[src/rtl/brownout_seq.sv]
module brownout_seq #(
  parameter int BLANK_TICKS = 2500000,
  parameter int GND_TICKS   = 5000
) (
  input  logic       clk,
  input  logic       rst_n,
  input  logic       below_stop,
  input  logic       above_start,
  input  logic       chg_phase,
  input  logic       start_done,
  output logic       drv_en,
  output logic       bias_hold,
  output logic       cap_gnd,
  output logic       ss_req,
  output logic [1:0] st_dbg
);
  localparam int BW = $clog2(BLANK_TICKS + 1);
  localparam int GW = $clog2(GND_TICKS + 1);
  localparam logic [BW-1:0] BLANK_LAST = BW'(BLANK_TICKS - 1);
  localparam logic [GW-1:0] GND_LAST   = GW'(GND_TICKS - 1);

  typedef enum logic [1:0] {S_CHARGE = 2'd0, S_RUN = 2'd1, S_HOLD = 2'd2, S_GND = 2'd3} st_t;

  st_t           st;
  logic [BW-1:0] blank_cnt;
  logic [GW-1:0] gnd_cnt;
  logic          from_chg;
  logic          ss_q;
  logic          watching;
  logic          trip;

  assign watching = (st == S_CHARGE) || (st == S_RUN);
  assign trip     = watching && below_stop && (blank_cnt == BLANK_LAST);

  always_ff @(posedge clk) begin
    if (!rst_n) begin
      st        <= S_CHARGE;
      blank_cnt <= '0;
      gnd_cnt   <= '0;
      from_chg  <= 1'b0;
      ss_q      <= 1'b0;
    end else begin
      ss_q      <= 1'b0;
      blank_cnt <= (watching && below_stop && !trip) ? blank_cnt + 1'b1 : '0;
      case (st)
        S_CHARGE, S_RUN: begin
          if (trip) begin
            st       <= S_HOLD;
            from_chg <= (st == S_CHARGE) || chg_phase;
          end else if (st == S_CHARGE && start_done) begin
            st <= S_RUN;
          end
        end
        S_HOLD: begin
          if (above_start) begin
            st      <= from_chg ? S_CHARGE : S_GND;
            gnd_cnt <= '0;
          end
        end
        S_GND: begin
          if (gnd_cnt == GND_LAST) begin
            st   <= S_CHARGE;
            ss_q <= 1'b1;
          end else begin
            gnd_cnt <= gnd_cnt + 1'b1;
          end
        end
        default: st <= S_CHARGE;
      endcase
    end
  end

  assign drv_en    = (st == S_RUN);
  assign bias_hold = (st == S_HOLD);
  assign cap_gnd   = (st == S_GND);
  assign ss_req    = ss_q;
  assign st_dbg    = st;


  trip_needs_low_line_chk: assert property (@(posedge clk) disable iff (!rst_n)
    $rose(bias_hold) |-> $past(below_stop));


  hold_until_start_chk: assert property (@(posedge clk) disable iff (!rst_n)
    (bias_hold && !above_start) |=> bias_hold);


  gnd_from_hold_chk: assert property (@(posedge clk) disable iff (!rst_n)
    $rose(cap_gnd) |-> ($past(bias_hold) && $past(above_start)));


  ss_after_gnd_chk: assert property (@(posedge clk) disable iff (!rst_n)
    ss_req |-> ($past(cap_gnd) && !cap_gnd && st_dbg == 2'd0));


  run_entry_chk: assert property (@(posedge clk) disable iff (!rst_n)
    $rose(drv_en) |-> ($past(start_done) && $past(st_dbg) == 2'd0));
endmodule

[config.mk]
export PLATFORM = sky130hd
export DESIGN_NAME = brownout_seq
export DESIGN_NICKNAME = d
export VERILOG_FILES = /design/src/rtl/brownout_seq.sv
export SDC_FILE = /design/constraint.sdc
export NUM_CORES = 1
export LEC_CHECK = 0
export CORE_MARGIN = 5
export CORE_UTILIZATION = 37
export CTS_BUF_LIST = sky130_fd_sc_hd__clkbuf_4 sky130_fd_sc_hd__clkbuf_8 sky130_fd_sc_hd__clkbuf_16
export DETAILED_ROUTE_END_ITERATION = 8
export PLACE_DENSITY = 0.52
export SYNTH_ARGS = -nofsm -noshare
export SYNTH_HDL_FRONTEND = slang
export SYNTH_SLANG_ARGS = --single-unit
[constraint.sdc]
create_clock -name clk -period 2.4 [get_ports clk]
set_clock_uncertainty 0.1 [all_clocks]
set_input_delay 0.48 -clock clk [delete_from_list [all_inputs] [get_ports clk]]
set_output_delay 0.48 -clock clk [all_outputs]
set_load 0.02 [all_outputs]
======== Word-level counts from Yosys, hierarchy flattened ========
Cells that the tools add are included.
operators by class
  reductions and logical operators ........ 15
  add/subtract/negate cells ............... 2
  multiplexer cells ....................... 10
  equal/unequal tests ..................... 9
operators by type and width
  kind                     count
  $mux W13                 2
  $pmux W13 S2             1
  $add A22 B1 Y22 const B  1
  $eq A22 B22 Y1 const B   1
  $add A13 B1 Y13 const B  1
  $eq A13 B13 Y1 const B   1
  $mux W2                  5
  $pmux W2 S3              1
  $reduce_and A2 Y1        3
  $reduce_and A3 Y1        2
  $eq A2 B2 Y1 const B     2
  $logic_and A1 B1 Y1      4
  $ne A2 B2 Y1 const B     2
  $ne A3 B3 Y1 const B     1
  $eq A2 B1 Y1 const B     1
  $logic_not A2 Y1         1
  $logic_or A1 B1 Y1       2
  $ne A2 B1 Y1 const B     1
  $reduce_bool A2 Y1       1
  $reduce_or A2 Y1         1
  $logic_not A1 Y1         1
  $mux W1                  1
storage, ports and cells
  output and inout port bits .............. 6
  input port bits ......................... 6
  register bits ........................... 39
  word-level logic and storage cells ...... 41

======== Depth between registers and ports, before layout ========
Gate-level depths: netlist (run 1).
  depth after elaboration ................. 7
  depth in mapped cells ................... 6
  depth with buffers taken out ............ 5

======== Least setup slack after synthesis (run 1) ========
OpenSTA, ideal clock, no wires.
  path kind ............................... reg2reg
  start point ............................. register blank_cnt[14]
  end point ............................... register from_chg
  required time ........................... 2,184 ps
  arrival ................................. 2,017 ps
  clock period less this slack ............ 2,234 ps
  setup slack ............................. 166 ps
  stages on the path, launching flop included .. 5
  cells stage by stage .................... dfxtp_1 or4b_1 or4_4 or4_1 o211a_1
between the ends
  word-level cells in the longest chain between the ends .. 3
ends and longest elaborated chain
  element                      RTL line  text
  start, declared              25        logic [BW-1:0] blank_cnt;
  start signal, assigned       44        blank_cnt <= (watching && below_stop && !trip) ? blank_cnt + 1'b1 : '0;
  $eq A22 B22 Y1               33        assign trip = watching && below_stop && (blank_cnt == BLANK_LAST);
  $logic_and A1 B1 Y1          33
  $reduce_and A2 Y1 (no line)  --
  end signal, assigned         49        from_chg <= (st == S_CHARGE) || chg_phase;
  end, declared                27        logic from_chg;
No other way between the ends.
A chain may end at the register's enable or synchronous reset.

======== Worst setup path after layout (run 1) ========
  start point ............................. register blank_cnt[11]
  end point ............................... register from_chg
Same word-level chain as after synthesis.

==> results of run 1 <==
==> state kept, by name, indices dropped and copies added (netlist names) <==
signal / cells
from_chg: 1
ss_req: 1
gnd_cnt: 13
blank_cnt: 22
st_dbg: 2
==> worst max-delay path, delay by kind of cell (launching register included) <==
family,cells,cell delay (ns)
AOI/OAI and AO/OA,1,0.13
and+or+nand+nor,3,1.60
DFF,1,0.34
==> final timing paths <==
check	endpoint	from	cells past startpoint
hold / removal	blank_cnt[0]$_SDFF_PN0_	blank_cnt[0]$_SDFF_PN0_	1
hold reg to reg	blank_cnt[0]$_SDFF_PN0_	blank_cnt[0]$_SDFF_PN0_	1
setup / recovery	from_chg$_SDFFE_PN0P_	blank_cnt[11]$_SDFF_PN0_	4
setup reg to reg	from_chg$_SDFFE_PN0P_	blank_cnt[11]$_SDFF_PN0_	4
==> layer usage <==
metal  vias up  track usage, %  share of wire, %
met3         2           3.587               3.1
met1       724           17.88                51
met4         0           4.054              0.62
met5         -               0                 0
met2        15           19.62                45
li1        829               -                 -
==> power groups by stage <==
| stage | clock network (mW) | registers [mW] | logic [mW] |
|---|---|---|---|
| after global placement | 0 | 0.668 | 0.0455 |
| after floorplan | 0 | 0.668 | 0.0195 |
| final | 0.565 | 0.652 | 0.0444 |
| after global routing | 0.618 | 0.653 | 0.0489 |
| after CTS | 0.582 | 0.652 | 0.0454 |
| after detailed placement | 0 | 0.668 | 0.0451 |
==> stage by stage <==
stage	cell area, µm²	utilization (%)	power, mW	cells	hold slack, ns
6_report	2248	46.98	1.262	312	0.3468
5_1_grt	2248	46.98	1.321	312	0.3842
4_1_cts	2248	46.98	1.280	312	0.3534
3_5_place_dp	2131	44.52	0.7129	304	0.3410
3_3_place_gp	2131	44.52	0.7134	304	0.3354
2_1_floorplan	1848	-	0.6876	219	0.3175
==> kinds of logic after synthesis <==
logic type | Yosys count
compound gates | 34
buf+inv | 16
simple gates | 106
flops | 39
fa+ha+maj | 2
xor+xnor | 22
==> synthesized netlist by cell type (2+ instances only) <==
cell type | number | area, µm²
a21oi_1 | 11 | 55.05
buf_2 | 2 | 10.01
clkbuf_1 | 5 | 18.77
dfxtp_1 | 39 | 780.8
ha_1 | 2 | 25.02
inv_1 | 9 | 33.78
nand2_1 | 19 | 71.32
nand3_1 | 6 | 30.03
nand3b_1 | 2 | 15.01
nand4_1 | 9 | 56.30
nor2_1 | 29 | 108.9
nor2b_1 | 2 | 12.51
nor3_1 | 8 | 40.04
nor4_1 | 8 | 50.05
o211a_1 | 2 | 20.02
o211ai_1 | 2 | 15.01
o21a_1 | 2 | 15.01
o21ai_0 | 8 | 40.04
o31ai_1 | 3 | 22.52
or3_1 | 7 | 43.79
or4_1 | 6 | 45.04
or4b_1 | 2 | 20.02
xnor2_1 | 16 | 140.1
xor2_1 | 6 | 52.55
==> final cells by class <==
type	count	area, µm²	share of cell area (%)
clock buffer	6	82.58	3.673
clock inverter	2	35.03	1.558
inverter	9	33.78	1.503
multi-input combinational	164	1005	44.69
sequential	39	780.7	34.72
tap	67	83.83	3.728
timing repair buffer	25	227.7	10.13
==> qor.txt, run 1 <==
Area growth from synthesis to layout: 21.67%
Crit path max fanout: 4
Post-Synthesis Cell Area: 0.001848 mm²
Vias in the first global route: 1429
Syn_nets: 227
DRT Pass-1 Iters: 4
ANT nets after route: 0
GRT Total Usage: 13.01%
Hold Violations, Final: 0
Setup tns final: 0 ns
Dpl ws: 0.1291 ns
Worst path max stage delay: 0.58 ns
Critical Path Start Type: flop
Hold Path Class: reg -> reg
Fin worst setup slack: 0.1298 ns
H-tree depth: 2
Switching share of power: 20.21%
Compound-cell area share of the yosys netlist: 12.19%
Crit-path cells: or4b_1, or4_4, or4_1, o211a_1
Die height: 80.67 µm
Fin crit period: 2.270 ns
Synth cell types: 38
Max-cap violations: 0
Seq pwr share: 51.7%
Hpwl dp: 2789 µm
Synthesized-area fraction occupied by adder cells: 1.354%
Wirelength, routed: 3892 µm
FP Rows: 25
Syn. warnings: 0
CP Data Arrival Time: 2.35 ns
Commonest non-fill, non-tap cell in the layout: dfxtp_1
Register area share after synthesis: 42.25%
Rel. slew slack: 65.40%
CTS tree: yes
Cts repair resizes: 0
Pin count of the biggest net entering global routing: 23
Fin nets: 252
Leak Pwr: 0.7321 nW
Vias: 1570
Inserted Clock Buffers: 5
Die width: 80.67 µm
Ys async rst share: 0%
Worst-path clk slew: 0.08 ns
Share of cells above drive strength 1: 11.43%
Maximum vdd drop: 0.3282 mV
CTS Hold Buffers Added: 0
Root buffer cell: clkbuf_8
Flops & latches, synth: 39
Syn Inst Count: 219
Post-synth EDFFs: 0
Reg2reg setup slack: 0.13 ns
Setup bufs post-CTS: 0
Slew Limit Fails: 0
CTS Sinks: 39
Outcome: complete, no violations
DRT iter0 DRCs: 78
IO Pins: 12
Max Fclk: 440.5 MHz
Synth Area in Simple Gates: 30.40%
First-pass GRT wire length: 6630 µm
Comb power frac: 3.5%
Initial antenna violation count: 0
Die area: 0.006508 mm²
Worst-skew pair later-pin latency: 0.29 ns
CP Capture Type: flop
Slew @ Worst Pin: 0.5142 ns
# port buffers: 11
P_sw: 255.0 µW
Setup CP Type: reg -> reg
Most frequent cells in the layout: dfxtp_1 (39), nor2_1 (29), nand2_1 (19)
Initial core utilization: 38.61%
Setup violations, final: 0
RSZ-0062 raised after global routing: no
Largest family of logic cells by synthesized area: simple AND/OR/NAND/NOR gates
PD cells: 561.2 mW/mm²
Top_reg_cell synth: dfxtp_1
Mapped Avg Cell Area: 8.438 µm²
# fillers: 473
Internal: 1.007 mW
CORE AREA: 0.004786 mm²
Final period utilization: 94.59%
Post-route DRC: 0
Placer congestion estimate: 0.8482
XOR/XNOR share of the synthesized area: 10.43%
Vias per inst: 5.032
Clock share of power: 44.8%
# diodes: 0
CP required: 2.48 ns
Clock Tree Buf Depth: 2
WL/cell: 12.47 µm
CP max stage cell: or4_4
Multiplexer share of the synthesized area: 0%
GRT Residual Overflow: 0
Note: power is estimated with default switching activity, not from simulation.
==> run 2, diff against run 1 <==
==> constraint.sdc (replaced) <==
create_clock -name clk -period 2.7 [get_ports clk]
set_clock_uncertainty 0.1 [all_clocks]
set_input_delay 0.54 -clock clk [delete_from_list [all_inputs] [get_ports clk]]
set_output_delay 0.54 -clock clk [all_outputs]
set_load 0.02 [all_outputs]
==> run 2 against run 1 <==
  * Critical path depth grew 1
  * Cell area shrank 2.9%
  * Total power shrank 11%
  * Maximum frequency shrank 4.7%
  * Global-route usage grew 0.28 points
  * Critical path type unchanged
  * Highest routed layer unchanged
==> qor.txt, run 2 (synthesis gave the netlist of run 1 again) <==
# fillers: 495 (+4.7%)
Area growth from synthesis to layout: 18.14%
Slew Limit Fails: 0 (unchanged)
Vias: 1533 (-2.4%)
Leak Pwr: 0.6887 nW (-5.9%)
Hold Violations, Final: 0 (unchanged)
Vias per inst: 5.026 (-0.12%)
Share of cells above drive strength 1: 8.824% (-2.6 points)
Fin cells: 305 (-2.2%)
Initial antenna violation count: 0 (unchanged)
Hold Path Class: reg -> reg
Inserted Clock Buffers: 5 (unchanged)
Setup CP Type: reg -> reg
Final period utilization: 88.24% (-6.3 points)
FP Rows: 25 (unchanged)
Worst-path clk slew: 0.07 ns (about the same)
Pin count of the biggest net entering global routing: 13 (-43%)
CORE AREA: 0.004786 mm² (unchanged)
Most flop-heavy register: blank_cnt
Post-route DRC: 0 (unchanged)
Most frequent cells in the layout: dfxtp_1 (39), nor2_1 (29), nand2_1 (19)
CTS Hold Buffers Added: 0 (unchanged)
Fin crit period: 2.383 ns (+0.1124 ns)
Slew @ Worst Pin: 0.4620 ns (-0.05225 ns)
Max-cap violations: 0 (unchanged)
Crit path max fanout: 9 (+5)
DRT iter0 DRCs: 62 (-21%)
CP Capture Type: flop
Maximum vdd drop: 0.2367 mV (-28%)
Commonest non-fill, non-tap cell in the layout: dfxtp_1
Outcome: complete, no violations
CTS Sinks: 39 (unchanged)
PD cells: 511.9 mW/mm² (-8.8%)
First-pass GRT wire length: 6741 µm (+1.7%)
WL/cell: 12.12 µm (-2.8%)
Placed cell count: 297 (-2.3%)
DRT Pass-1 Iters: 4 (unchanged)
Root buffer cell: clkbuf_8
Initial core utilization: 38.61% (unchanged)
DR top layer: met4
M1 WL: 1775 µm (-11%)
Placer congestion estimate: 0.7527 (-11%)
Setup bufs post-CTS: 0 (unchanged)
# diodes: 0 (unchanged)
Die width: 80.67 µm (unchanged)
Hpwl dp: 2723 µm (-2.4%)
CTS tree: yes
Fin nets: 245 (-2.8%)
IO Pins: 12 (unchanged)
Die area: 0.006508 mm² (unchanged)
Setup tns final: 0 ns (unchanged)
Worst-skew pair later-pin latency: 0.29 ns (about the same)
Vias in the first global route: 1518 (+6.2%)
Metal2 WL: 1732 µm (-1.2%)
Cts repair resizes: 0 (unchanged)
CP required: 2.78 ns (+0.30 ns)
Wirelength, routed: 3697 µm (-5.0%)
Critical Path Start Type: flop
GRT Total Usage: 13.29% (+0.28 points)
ANT nets after route: 0 (unchanged)
Rel. slew slack: 69.07% (+3.7 points)
Die height: 80.67 µm (unchanged)
Clock Tree Buf Depth: 2 (unchanged)
Max Fclk: 419.7 MHz (-4.7%)
RSZ-0062 raised after global routing: no
Max FFs per register: 22 (unchanged)
Setup violations, final: 0 (unchanged)
WL met3: 135 µm (+12%)
# port buffers: 11 (unchanged)
GRT Residual Overflow: 0 (unchanged)
CP Data Arrival Time: 2.46 ns (+0.11 ns)
H-tree depth: 2 (unchanged)
==> run 2: cell count changes in the layout (fill, tap and decap cells not counted) <==
cell and change:
buf_4 -6, buf_12 -1
==> run 2: routing by layer <==
layer / up-vias / track usage (%)
li1: 819 / -
met1: 687 / 15.71
met2: 23 / 22.10
met3: 4 / 4.036
met4: 0 / 5.743
met5: - / 0
==> run 2: layout make-up <==
cell class | instances | area (µm²) | area share [%]
Clock buffer | 6 | 82.58 | 3.782
Inverter | 9 | 33.78 | 1.547
Multi-Input combinational cell | 164 | 1005 | 46.02
Sequential cell | 39 | 780.7 | 35.76
Clock inverter | 2 | 35.03 | 1.605
Timing Repair Buffer | 18 | 162.7 | 7.450
Tap cell | 67 | 83.83 | 3.840
==> run 2: power by group <==
part | switching, mW | total, mW | internal [mW]
Clock | 0.200 | 0.499 | 0.299
Sequential | 0.00269 | 0.580 | 0.577
Combinational | 0.0208 | 0.0385 | 0.0177
==> run 2: path summary, 6_finish.rpt <==
path / cells past startpoint / startpoint / to / slack (ns)
worst max-delay path: 5 / blank_cnt[13]$_SDFF_PN0_ / blank_cnt[6]$_SDFF_PN0_ / 0.32
worst min-delay path: 1 / blank_cnt[0]$_SDFF_PN0_ / blank_cnt[0]$_SDFF_PN0_ / 0.35
worst max register to register: 5 / blank_cnt[13]$_SDFF_PN0_ / blank_cnt[6]$_SDFF_PN0_ / 0.32
worst min register to register: 1 / blank_cnt[0]$_SDFF_PN0_ / blank_cnt[0]$_SDFF_PN0_ / 0.35
==> run 2: worst max-delay path, stage by stage, from the launching register on <==
cell       delay, ns
dfxtp_1         0.43
or4b_1          0.47
or4_4           0.57
o2111ai_2       0.40
buf_4           0.24
nor2_1          0.06
==> run 2: metrics by stage <==
stage          total power, mW  hold slack, ns  setup WS [ns]  cell area (µm²)  utilization (%)
2_1_floorplan           0.6112          0.3175         0.4665             1848                -
3_3_place_gp            0.6327          0.3325         0.3648             2066            43.16
3_5_place_dp            0.6324          0.3422         0.3011             2066            43.16
4_1_cts                  1.140          0.3573         0.2915             2183            45.62
5_1_grt                  1.172          0.3734         0.1628             2183            45.62
6_report                 1.118          0.3511         0.3174             2183            45.62
